## src/rtl/clkctl_pkg.sv

```systemverilog
package clkctl_pkg;

  localparam int REG_W      = 8;
  localparam int STOP_BIT   = 7;
  localparam int SWMODE_BIT = 3;
  localparam logic [REG_W-1:0] WRITABLE_MASK = 8'h8F;

  typedef enum logic [2:0] {
    PM_HIGH   = 3'd0,
    PM_MED    = 3'd1,
    PM_SLEEP  = 3'd2,
    PM_SWSTBY = 3'd3,
    PM_WATCH  = 3'd4,
    PM_DIRECT = 3'd5,
    PM_HWSTBY = 3'd6,
    PM_SUBACT = 3'd7
  } pwr_mode_e;

  function automatic logic mode_is_hw(input logic [2:0] m);
    return m == PM_HWSTBY;
  endfunction

  function automatic logic mode_holds_high(input logic [2:0] m);
    return (m == PM_SWSTBY) || (m == PM_WATCH) || (m == PM_DIRECT);
  endfunction

  function automatic logic [REG_W-1:0] keep_writable(input logic [REG_W-1:0] d);
    return d & WRITABLE_MASK;
  endfunction

endpackage

```

## src/rtl/clkctl_regfile.sv

```systemverilog
module clkctl_regfile #(
  parameter int W = clkctl_pkg::REG_W
) (
  input  logic         clk,
  input  logic         rst_n,
  input  logic         hw_clear,
  input  logic         wr_accept,
  input  logic [W-1:0] wr_data,
  output logic [W-1:0] ctrl_q
);
  import clkctl_pkg::*;

  always_ff @(posedge clk or negedge rst_n) begin
    if (!rst_n) begin
      ctrl_q <= '0;
    end else if (hw_clear) begin
      ctrl_q <= '0;
    end else if (wr_accept) begin
      ctrl_q <= keep_writable(wr_data);
    end
  end

endmodule

```

## src/rtl/clkctl_mult.sv

```systemverilog
module clkctl_mult #(
  parameter int MW = 3,
  parameter logic [MW-1:0] RESET_VAL = '0
) (
  input  logic          clk,
  input  logic          rst_n,
  input  logic          hw_clear,
  input  logic          load_pending,
  input  logic          load_immediate,
  input  logic          apply_pending,
  input  logic [MW-1:0] req,
  output logic [MW-1:0] pending,
  output logic [MW-1:0] active
);

  always_ff @(posedge clk or negedge rst_n) begin
    if (!rst_n) begin
      pending <= RESET_VAL;
    end else if (hw_clear) begin
      pending <= RESET_VAL;
    end else if (load_pending) begin
      pending <= req;
    end
  end

  always_ff @(posedge clk or negedge rst_n) begin
    if (!rst_n) begin
      active <= RESET_VAL;
    end else if (hw_clear) begin
      active <= RESET_VAL;
    end else if (load_immediate) begin
      active <= req;
    end else if (apply_pending) begin
      active <= pending;
    end
  end

endmodule

```

## src/rtl/clkctl_pin.sv

```systemverilog
module clkctl_pin (
  input  logic [2:0] pwr_mode,
  input  logic       stop_out,
  input  logic       port_dir_en,
  input  logic       phi_in,
  output logic       pin_out,
  output logic       pin_oe
);
  import clkctl_pkg::*;

  logic drive_allowed;
  logic force_high;

  assign drive_allowed = !mode_is_hw(pwr_mode) && port_dir_en;
  assign force_high    = mode_holds_high(pwr_mode) || stop_out;

  always_comb begin
    pin_oe  = drive_allowed;
    pin_out = 1'b0;
    if (drive_allowed) begin
      pin_out = force_high ? 1'b1 : phi_in;
    end
  end

endmodule

```

## src/rtl/clkctl_reg.sv

```systemverilog
module clkctl_reg #(
  parameter int MULT_W = 3
) (
  input  logic              clk,
  input  logic              rst_n,
  input  logic              wr_en,
  input  logic [7:0]        wr_data,
  input  logic [MULT_W-1:0] mult_req,
  output logic [7:0]        rd_data,
  input  logic [2:0]        pwr_mode,
  input  logic              stby_strobe,
  input  logic              port_dir_en,
  input  logic              phi_in,
  output logic              pin_out,
  output logic              pin_oe,
  output logic [MULT_W-1:0] mult_active
);
  import clkctl_pkg::*;

  logic [REG_W-1:0]  ctrl_q;
  logic [MULT_W-1:0] mult_pending;
  logic              hw_clear;
  logic              wr_accept;
  logic              wr_immediate;
  logic              stby_apply;

  assign hw_clear     = mode_is_hw(pwr_mode);
  assign wr_accept    = wr_en && !hw_clear;
  assign wr_immediate = wr_accept && wr_data[SWMODE_BIT];
  assign stby_apply   = stby_strobe && !hw_clear && !wr_immediate;

  clkctl_regfile #(.W(REG_W)) u_regfile (
    .clk      (clk),
    .rst_n    (rst_n),
    .hw_clear (hw_clear),
    .wr_accept(wr_accept),
    .wr_data  (wr_data),
    .ctrl_q   (ctrl_q)
  );

  clkctl_mult #(.MW(MULT_W)) u_mult (
    .clk           (clk),
    .rst_n         (rst_n),
    .hw_clear      (hw_clear),
    .load_pending  (wr_accept),
    .load_immediate(wr_immediate),
    .apply_pending (stby_apply),
    .req           (mult_req),
    .pending       (mult_pending),
    .active        (mult_active)
  );

  clkctl_pin u_pin (
    .pwr_mode   (pwr_mode),
    .stop_out   (ctrl_q[STOP_BIT]),
    .port_dir_en(port_dir_en),
    .phi_in     (phi_in),
    .pin_out    (pin_out),
    .pin_oe     (pin_oe)
  );

  assign rd_data = ctrl_q;

endmodule

```

## config.mk

```make
export PLATFORM = sky130hd
export DESIGN_NAME = clkctl_reg
export DESIGN_NICKNAME = d
export VERILOG_FILES = /design/src/rtl/clkctl_pkg.sv /design/src/rtl/clkctl_regfile.sv /design/src/rtl/clkctl_mult.sv /design/src/rtl/clkctl_pin.sv /design/src/rtl/clkctl_reg.sv
export SDC_FILE = /design/constraint.sdc
export NUM_CORES = 1
export LEC_CHECK = 0
export CORE_AREA = 4 4 41 43
export CTS_CLUSTER_SIZE = 12
export DETAILED_ROUTE_END_ITERATION = 8
export DIE_AREA = 0 0 45 47
export DONT_BUFFER_PORTS = 1
export MAX_ROUTING_LAYER = met4
export PLACE_DENSITY = 0.61
export SYNTH_ARGS = -nofsm -noshare
export SYNTH_HDL_FRONTEND = slang
export SYNTH_SLANG_ARGS = --single-unit
```

## constraint.sdc

```tcl
create_clock -name clk -period 0.9 [get_ports clk]
set_input_delay 0.135 -clock clk [delete_from_list [all_inputs] [get_ports clk]]
set_output_delay 0.135 -clock clk [all_outputs]
set_load 0.02 [all_outputs]
```

==> impl_results.md, run 1 <==
- I/O Pins: 33
- Final net count: 86
- Detailed-route wire length: 1.215 mm
- Area fraction of the dominant cell type after synthesis: between 40% and 50%
- Syn. warnings: 0
- Initial antenna violation count: 0
- Core footprint: ~1300 sq um
- Main synth FF type: dfrtp_1
- CP peak stage delay: roughly 0.38 ns
- Largest net degree at the start of global routing: 12
- Synth area leaders: dfrtp_1, mux2i_1, a211oi_2, nor2_1, buf_4
- Bufs on Longest Clock Path: 2
- WL/cell: between 15 and 20 um
- Register area share after synthesis: between 40% and 50%
- # setup viols final: 10
- RSZ-0062 raised after global routing: true
- Fin. Hold Viols: 0
- Critical Path AT: between 0.9 and 1 ns
- Final non-filler cell total: 80
- Final GP Congestion: roughly 0.65
- Vias: a little over 400
- TritonCTS Buffers: 3
- Dpl ws: slightly above 0.04 ns
- Violated checks: setup timing
- Worst Slack Setup Final: -0.2184 ns
- Via/cell ratio: slightly above 5
- Final min period: 1.118 ns
- Die width: approximately 45 um
- EDFF count, synth: 0
- #FFs+latches synth: 11
- Die Area: 2115 sq um
- DRC errors left: 0
- CP Cell Sequence: o22ai_1 -> a21boi_1 -> buf_4
- Final period utilization: 124.3%
- Tot GR Track Use: 13.42%
- Clock sinks: 11
- CTS tree: built
- Placed Cells incl. Taps: 73
- Netlist cell types: 17
- Cell Area, Synth: around 600 sq um
- Filler cell count: about 130
- Hold Crit Class: in -> reg
- FP Rows: 13
- Setup CP Type: reg -> out
- Clock-pin slew on the worst setup and hold paths: 0.07 ns
- Startpoint types: flop
- Port bufs: 0
- Worst Path Max Fanout: 2
- Initial DRC count: 3
- Syn avg cell area: around 12 sq um
- Asr flop ratio synth: between 90% and 100%
- N_diodes: 0
- H-tree levels: 1
- CP max-delay cell: dfrtp_1
- Die height: 47 um
- Slew Limit Fails: 0
- First drt pass iteration count: 4
- Status: finished, violations left
- VDD IR max: between 1 and 1.5 mV
- Leak Pwr: ~0.36 nW
- Vias in the first global route: approximately 440
- Number of max-cap violations: 0
- CP required: about 0.76 ns
- Synthesis-to-layout area growth: 25.42%
- Worst-skew pair later-pin latency: 0.26 ns
- Global-route wire length before repair: approximately 1.9 mm
- Starting Density: around 45%
- Clock Skews: about 0.0013 ns
- GRT Residual Overflow: 0
- Total power density per cell area: around 1700 nW/um^2
- Cell taking the most area after synthesis: dfrtp_1
- DRT antenna net count: 0
- Nature of the critical path endpoint: output pin
- Cell count after synthesis: 51
- Share of cells above drive strength 1: a little under two fifths
- CTS root buf: clkbuf_4
- Max Fclk: about 890 MHz
- DP Wirelength: 935.3 um
placed cells by master (no fill, tap or decap):
cell type	Yosys	final
conb_1	1	3
a211oi_2	3	3
mux2i_4	0	1
a21boi_1	0	1
clkbuf_1	0	1
o22ai_1	1	1
dlygate4sd3_1	0	1
nor2_1	10	10
buf_6	2	8
o21a_1	1	1
nand2b_1	1	1
nor2b_1	1	1
buf_4	4	5
dfrtp_1	11	11
inv_2	1	1
nand2_4	1	1
a21oi_2	1	1
clkbuf_4	0	3
mux2i_1	10	9
nand3b_1	1	1
nor3b_4	1	1
sequential cells by signal (all words and copies together) (netlist names):
register          flops
u_mult.active         3
u_mult.pending        3
u_regfile.ctrl_q      5
stage by stage:
| stage | setup TNS (ns) | instance area [sq um] | utilization [%] | hold WS, ns | power [mW] |
|---|---|---|---|---|---|
| final | -0.5030 | 740.7 | 56.92 | 0.03462 | 1.265 |
| after floorplan | 0 | 598.1 | - | -0.1606 | 0.8086 |
| after CTS | -0.6137 | 728.2 | 55.96 | 0.02912 | 1.271 |
| after global routing | -0.9809 | 740.7 | 56.92 | 0.02350 | 1.351 |
| after detailed placement | 0 | 646.9 | 49.71 | -0.1604 | 0.8799 |
| after global placement | 0 | 646.9 | 49.71 | -0.1603 | 0.8685 |
report_power, final:
group	internal [mW]	switching (mW)
Sequential	0.552	0.0409
Combinational	0.184	0.168
Clock	0.171	0.150
cell families after synthesis:
| kind of cell | synth area share, % |
|---|---|
| other cells | 0.6350 |
| flops | 46.61 |
| mux | 16.95 |
| simple gates | 14.83 |
| compound gates | 11.44 |
| buf+inv | 9.533 |
cell type report:
class	instances	area (sq um)	share of cell area, %
clock buffers	4	26.28	3.547
inverters	1	3.754	0.5068
multi-input cells	35	279.0	37.67
flip-flops and latches	11	275.3	37.16
well taps	15	18.77	2.534
repair buffers	14	137.6	18.58
worst paths after layout:
| check | from | endpoint | slack (ns) | depth (start not counted) |
|---|---|---|---|---|
| min in group asynchronous | rst_n | u_regfile.ctrl_q[3] | 0.28 | 1 |
| max | u_regfile.ctrl_q[7] | pin_out | -0.22 | 3 |
| max in group asynchronous | rst_n | u_mult.active[1] | 0.29 | 1 |
| min reg2reg | u_mult.pending[2] | u_mult.pending[2] | 0.52 | 2 |
| max reg2reg | u_regfile.ctrl_q[7] | u_regfile.ctrl_q[7] | -0.02 | 4 |
| min | mult_req[2] | u_mult.pending[2] | 0.03 | 2 |
cells in the mapped netlist, drive strengths merged, types with 3 or more instances:
cell	n
a211oi	3
buf	6
dfrtp	11
mux2i	10
nor2	10
timing repair:
| item | in CTS | in global routing |
|---|---|---|
| setup endpoints to repair | 9 | 11 |
| hold endpoints to repair | 11 | 0 |
| hold buffers | 1 | 0 |
| pin swaps | 1 | 1 |
| resized for setup | 8 | 2 |
| setup buffers | 2 | 0 |
| cloned | 0 | 0 |
worst max-delay path: cells and delay by family, from the launching register on:
family	cells	cell delay (ns)
buffers and inverters	1	0.16
DFF	1	0.38
AOI/OAI and AO/OA	2	0.19
routing by layer:
layer / share of wire [%] / GRT usage (%) / routed length, um
met4: 0 / 5.263 / 0
met3: 7.2 / 4.598 / 88
met2: 59 / 25.14 / 722
met5: 0 / - / 0
met1: 33 / 12.35 / 405
(Power assumes the default switching activity.)
==> run 2: changes to the inputs <==
- PLACE_DENSITY: 0.61 -> 0.6
- SKIP_CTS_REPAIR_TIMING: not set -> 1
- SYNTH_HIERARCHICAL: not set -> 1
==> run 2 against run 1 <==
The flow still finishes with violations (setup timing); worst setup slack lost 0.12 ns; wire length grew 1.6%; die area is the same; sequential share of layout area shrank 1.9 points; global-route usage shrank 0.34 points; register-to-register slack lost 0.07 ns; fmax shrank 10%; flip-flop and latch count is the same; clock skew grew 0.0025 ns; via count grew 5.4%; power grew 8.4%; largest cell class unchanged.
==> impl_results.md, run 2 <==
- Final min period: 1.242 ns (+0.1240 ns)
- Internal power: 0.9575 mW (+5.5%)
- Cell taking the most area after synthesis: dfrtp_1
- Tot GR Track Use: 13.08% (-0.34 points)
- Final GP Congestion: 0.7149 (+9.8%)
- Cell Area, Synth: 580.6 sq um (-1.7%)
- Vias: 427 (+5.4%)
- Port bufs: 0 (unchanged)
- Biggest register: u_regfile/ctrl_q
- Fin. Hold Viols: 0 (unchanged)
- Final period utilization: 138.0% (+14 points)
- Synth area leaders: dfrtp_1, mux2i_1, nor2_1, nor2b_1, a211oi_1
- Bufs on Longest Clock Path: 2 (unchanged)
- DRT antenna net count: 0 (unchanged)
- Largest net degree at the start of global routing: 12 (unchanged)
- GRT Residual Overflow: 0 (unchanged)
- Crit. Startpoint: u_regfile/ctrl_q[7]
- Clock-pin slew on the worst setup and hold paths: 0.07 ns (about the same)
- Detailed-route wire length: 1.235 mm (+1.6%)
- Worst Slack Setup Final: -0.3424 ns (-0.1240 ns)
- I/O Pins: 33 (unchanged)
- Most common cell after layout, fill and taps aside: mux2i_1
- Starting Density: 44.62% (-0.77 points)
- CTS root buf: clkbuf_4
- Cell count after synthesis: 54 (+5.9%)
- Worst Path Max Fanout: 3 (+1)
- Violated checks: setup timing
- Sw power: 0.4146 mW (+16%)
- Core footprint: 1301 sq um (unchanged)
- CP required: 0.76 ns (about the same)
- Clock share of power: 24.2% (-1.1 points)
- Die height: 47 um (unchanged)
- Number of max-cap violations: 0 (unchanged)
- Area fraction of the dominant cell type after synthesis: 47.41% (+0.80 points)
- Share of cells above drive strength 1: 37.14% (+0.22 points)
- Final net count: 91 (+5.8%)
- Clock Skews: 0.003792 ns (+0.002460 ns)
- Initial DRC count: 2 (-1)
- Via/cell ratio: 5.024 (-0.77%)
- CTS tree: built
- Max Fclk: 804.9 MHz (-10%)
- CP peak stage delay: 0.43 ns (+0.05 ns)
- Asr flop ratio synth: 100.0% (unchanged)
- Combinational power share: 31.2% (+3.4 points)
- Nature of the critical path endpoint: output pin
- Main synth FF type: dfrtp_1
- H-tree levels: 1 (unchanged)
- Die width: 45 um (unchanged)
- Syn. warnings: 6 (+6)
- Dpl ws: -0.1260 ns (-0.1666 ns)
- Design area: 784.5 sq um (+5.9%)
- N_diodes: 0 (unchanged)
- FP Rows: 13 (unchanged)
- Pwr Total: 1.372 mW (+8.4%)
- Reg power frac: 44.6% (-2.3 points)
- RSZ-0062 raised after global routing: true
- EDFF count, synth: 0 (unchanged)
- DRC errors left: 0 (unchanged)
- Startpoint types: flop
- Setup CP Type: reg -> out
- Total power density per cell area: 1749 nW/um^2 (+2.4%)
- CP Cell Sequence: o311ai_4 -> nand2_2
- Netlist cell types: 16 (-1)
- CP max-delay cell: dfrtp_2
- Post-synth top cells: dfrtp_1, mux2i_1, nor2_1
- Clock sinks: 11 (unchanged)
- Syn avg cell area: 10.75 sq um (-7.2%)
- Status: finished, violations left
- Setup TNS: -0.8145 ns (-0.3115 ns)
- R2r startpoint: u_regfile/ctrl_q[7]
- First drt pass iteration count: 2 (-2)
- Max FFs per register: 5 (unchanged)
- Critical Path AT: 1.11 ns (+0.13 ns)
- Worst-skew pair later-pin latency: 0.27 ns (about the same)
- Die Area: 2115 sq um (unchanged)
- DP Wirelength: 920.7 um (-1.6%)
- Leak Pwr: 0.3704 nW (+3.4%)
- Vias in the first global route: 421 (-3.9%)
- Initial antenna violation count: 0 (unchanged)
- Register area share after synthesis: 47.41% (+0.80 points)
- TritonCTS Buffers: 3 (unchanged)
- Sw frac: 30.22% (+1.9 points)
- Global-route wire length before repair: 1.800 mm (-4.1%)
- Commonest non-fill, non-tap cells in the layout: mux2i_1, dfrtp_1, buf_6, nor2_1, buf_4
- Placed cell area: 655.6 sq um (+1.4%)
- Hold Crit Class: in -> reg
- VDD IR max: 1.098 mV (+4.6%)
- # setup viols final: 10 (unchanged)
- WL/cell: 14.53 um (-4.3%)
- Biggest regs: u_regfile/ctrl_q (5), u_mult/active (3), u_mult/pending (3)
- Slew Limit Fails: 0 (unchanged)
- Synthesis-to-layout area growth: 35.13%
- #FFs+latches synth: 11 (unchanged)
- Min-delay src: mult_req[1]
run 2: changes by cell type in the layout (fill, tap and decap cells not counted), moves of 2 or more:
cell,previous run,this run
nor2b_1,1,4
a211oi_1,0,2
a211oi_2,3,1
mux2i_1,9,11
nand2_1,0,2
nor2_1,10,8
run 2: cell type report:
cell class                 instances  area (sq um)
fill                             112         516.7
multi-input combinational         39         314.1
sequential                        11         276.5
timing repair buffer              14         137.6
clock buffer                       4         26.28
tap                               15         18.77
inverter                           2         11.26
run 2: logic make-up (layout without fill, tap and decap cells):
kind of cell | after synthesis | count (layout) | synth area share (%)
buffers and inverters | 6 | 20 | 7.112
AO/OA/AOI/OAI | 6 | 6 | 8.190
multiplexers | 11 | 11 | 18.97
AND/OR/NAND/NOR | 19 | 19 | 17.67
flip-flops | 11 | 11 | 47.41
other | 1 | 3 | 0.6459
run 2: path summary, 6_finish.rpt:
path | slack [ns] | depth (start not counted) | to
setup / recovery | -0.34 | 2 | pin_out
hold / removal | 0.03 | 2 | u_mult/pending[1]
setup reg to reg | -0.09 | 4 | u_regfile/ctrl_q[7]
hold reg to reg | 0.52 | 2 | u_mult/pending[1]
max in group asynchronous | 0.27 | 1 | u_regfile/ctrl_q[7]
min in group asynchronous | 0.26 | 1 | u_mult/active[2]
run 2: worst max-delay path, delay by kind of cell (launching register included):
family | cells | cell delay, ns
AO/OA/AOI/OAI | 1 | 0.27
flip-flops | 1 | 0.43
AND/OR/NAND/NOR | 1 | 0.14
run 2: layer usage:
metal,wire length [um],up-vias,GRT usage (%)
met3,102,5,4.215
met2,590,18,18.93
met1,511,193,14.69
met5,0,-,-
li1,-,211,-
met4,31,0,10.53
run 2: stage by stage:
step                      util [%]  std cells  hold slack, ns
after global placement       50.38         76         -0.1603
after global routing         60.29         85         0.02206
final                        60.29         85         0.02569
after CTS                    52.40         80         -0.4568
after floorplan                  -         56         -0.1606
after detailed placement     50.38         76         -0.1604
run 2: power groups by stage:
stage | Clock, mW | Sequential, mW | Combinational (mW)
2_1_floorplan | 0 | 0.673 | 0.170
3_3_place_gp | 0 | 0.608 | 0.327
3_5_place_dp | 0 | 0.609 | 0.332
4_1_cts | 0.352 | 0.600 | 0.332
5_1_grt | 0.377 | 0.621 | 0.460
6_report | 0.332 | 0.612 | 0.428
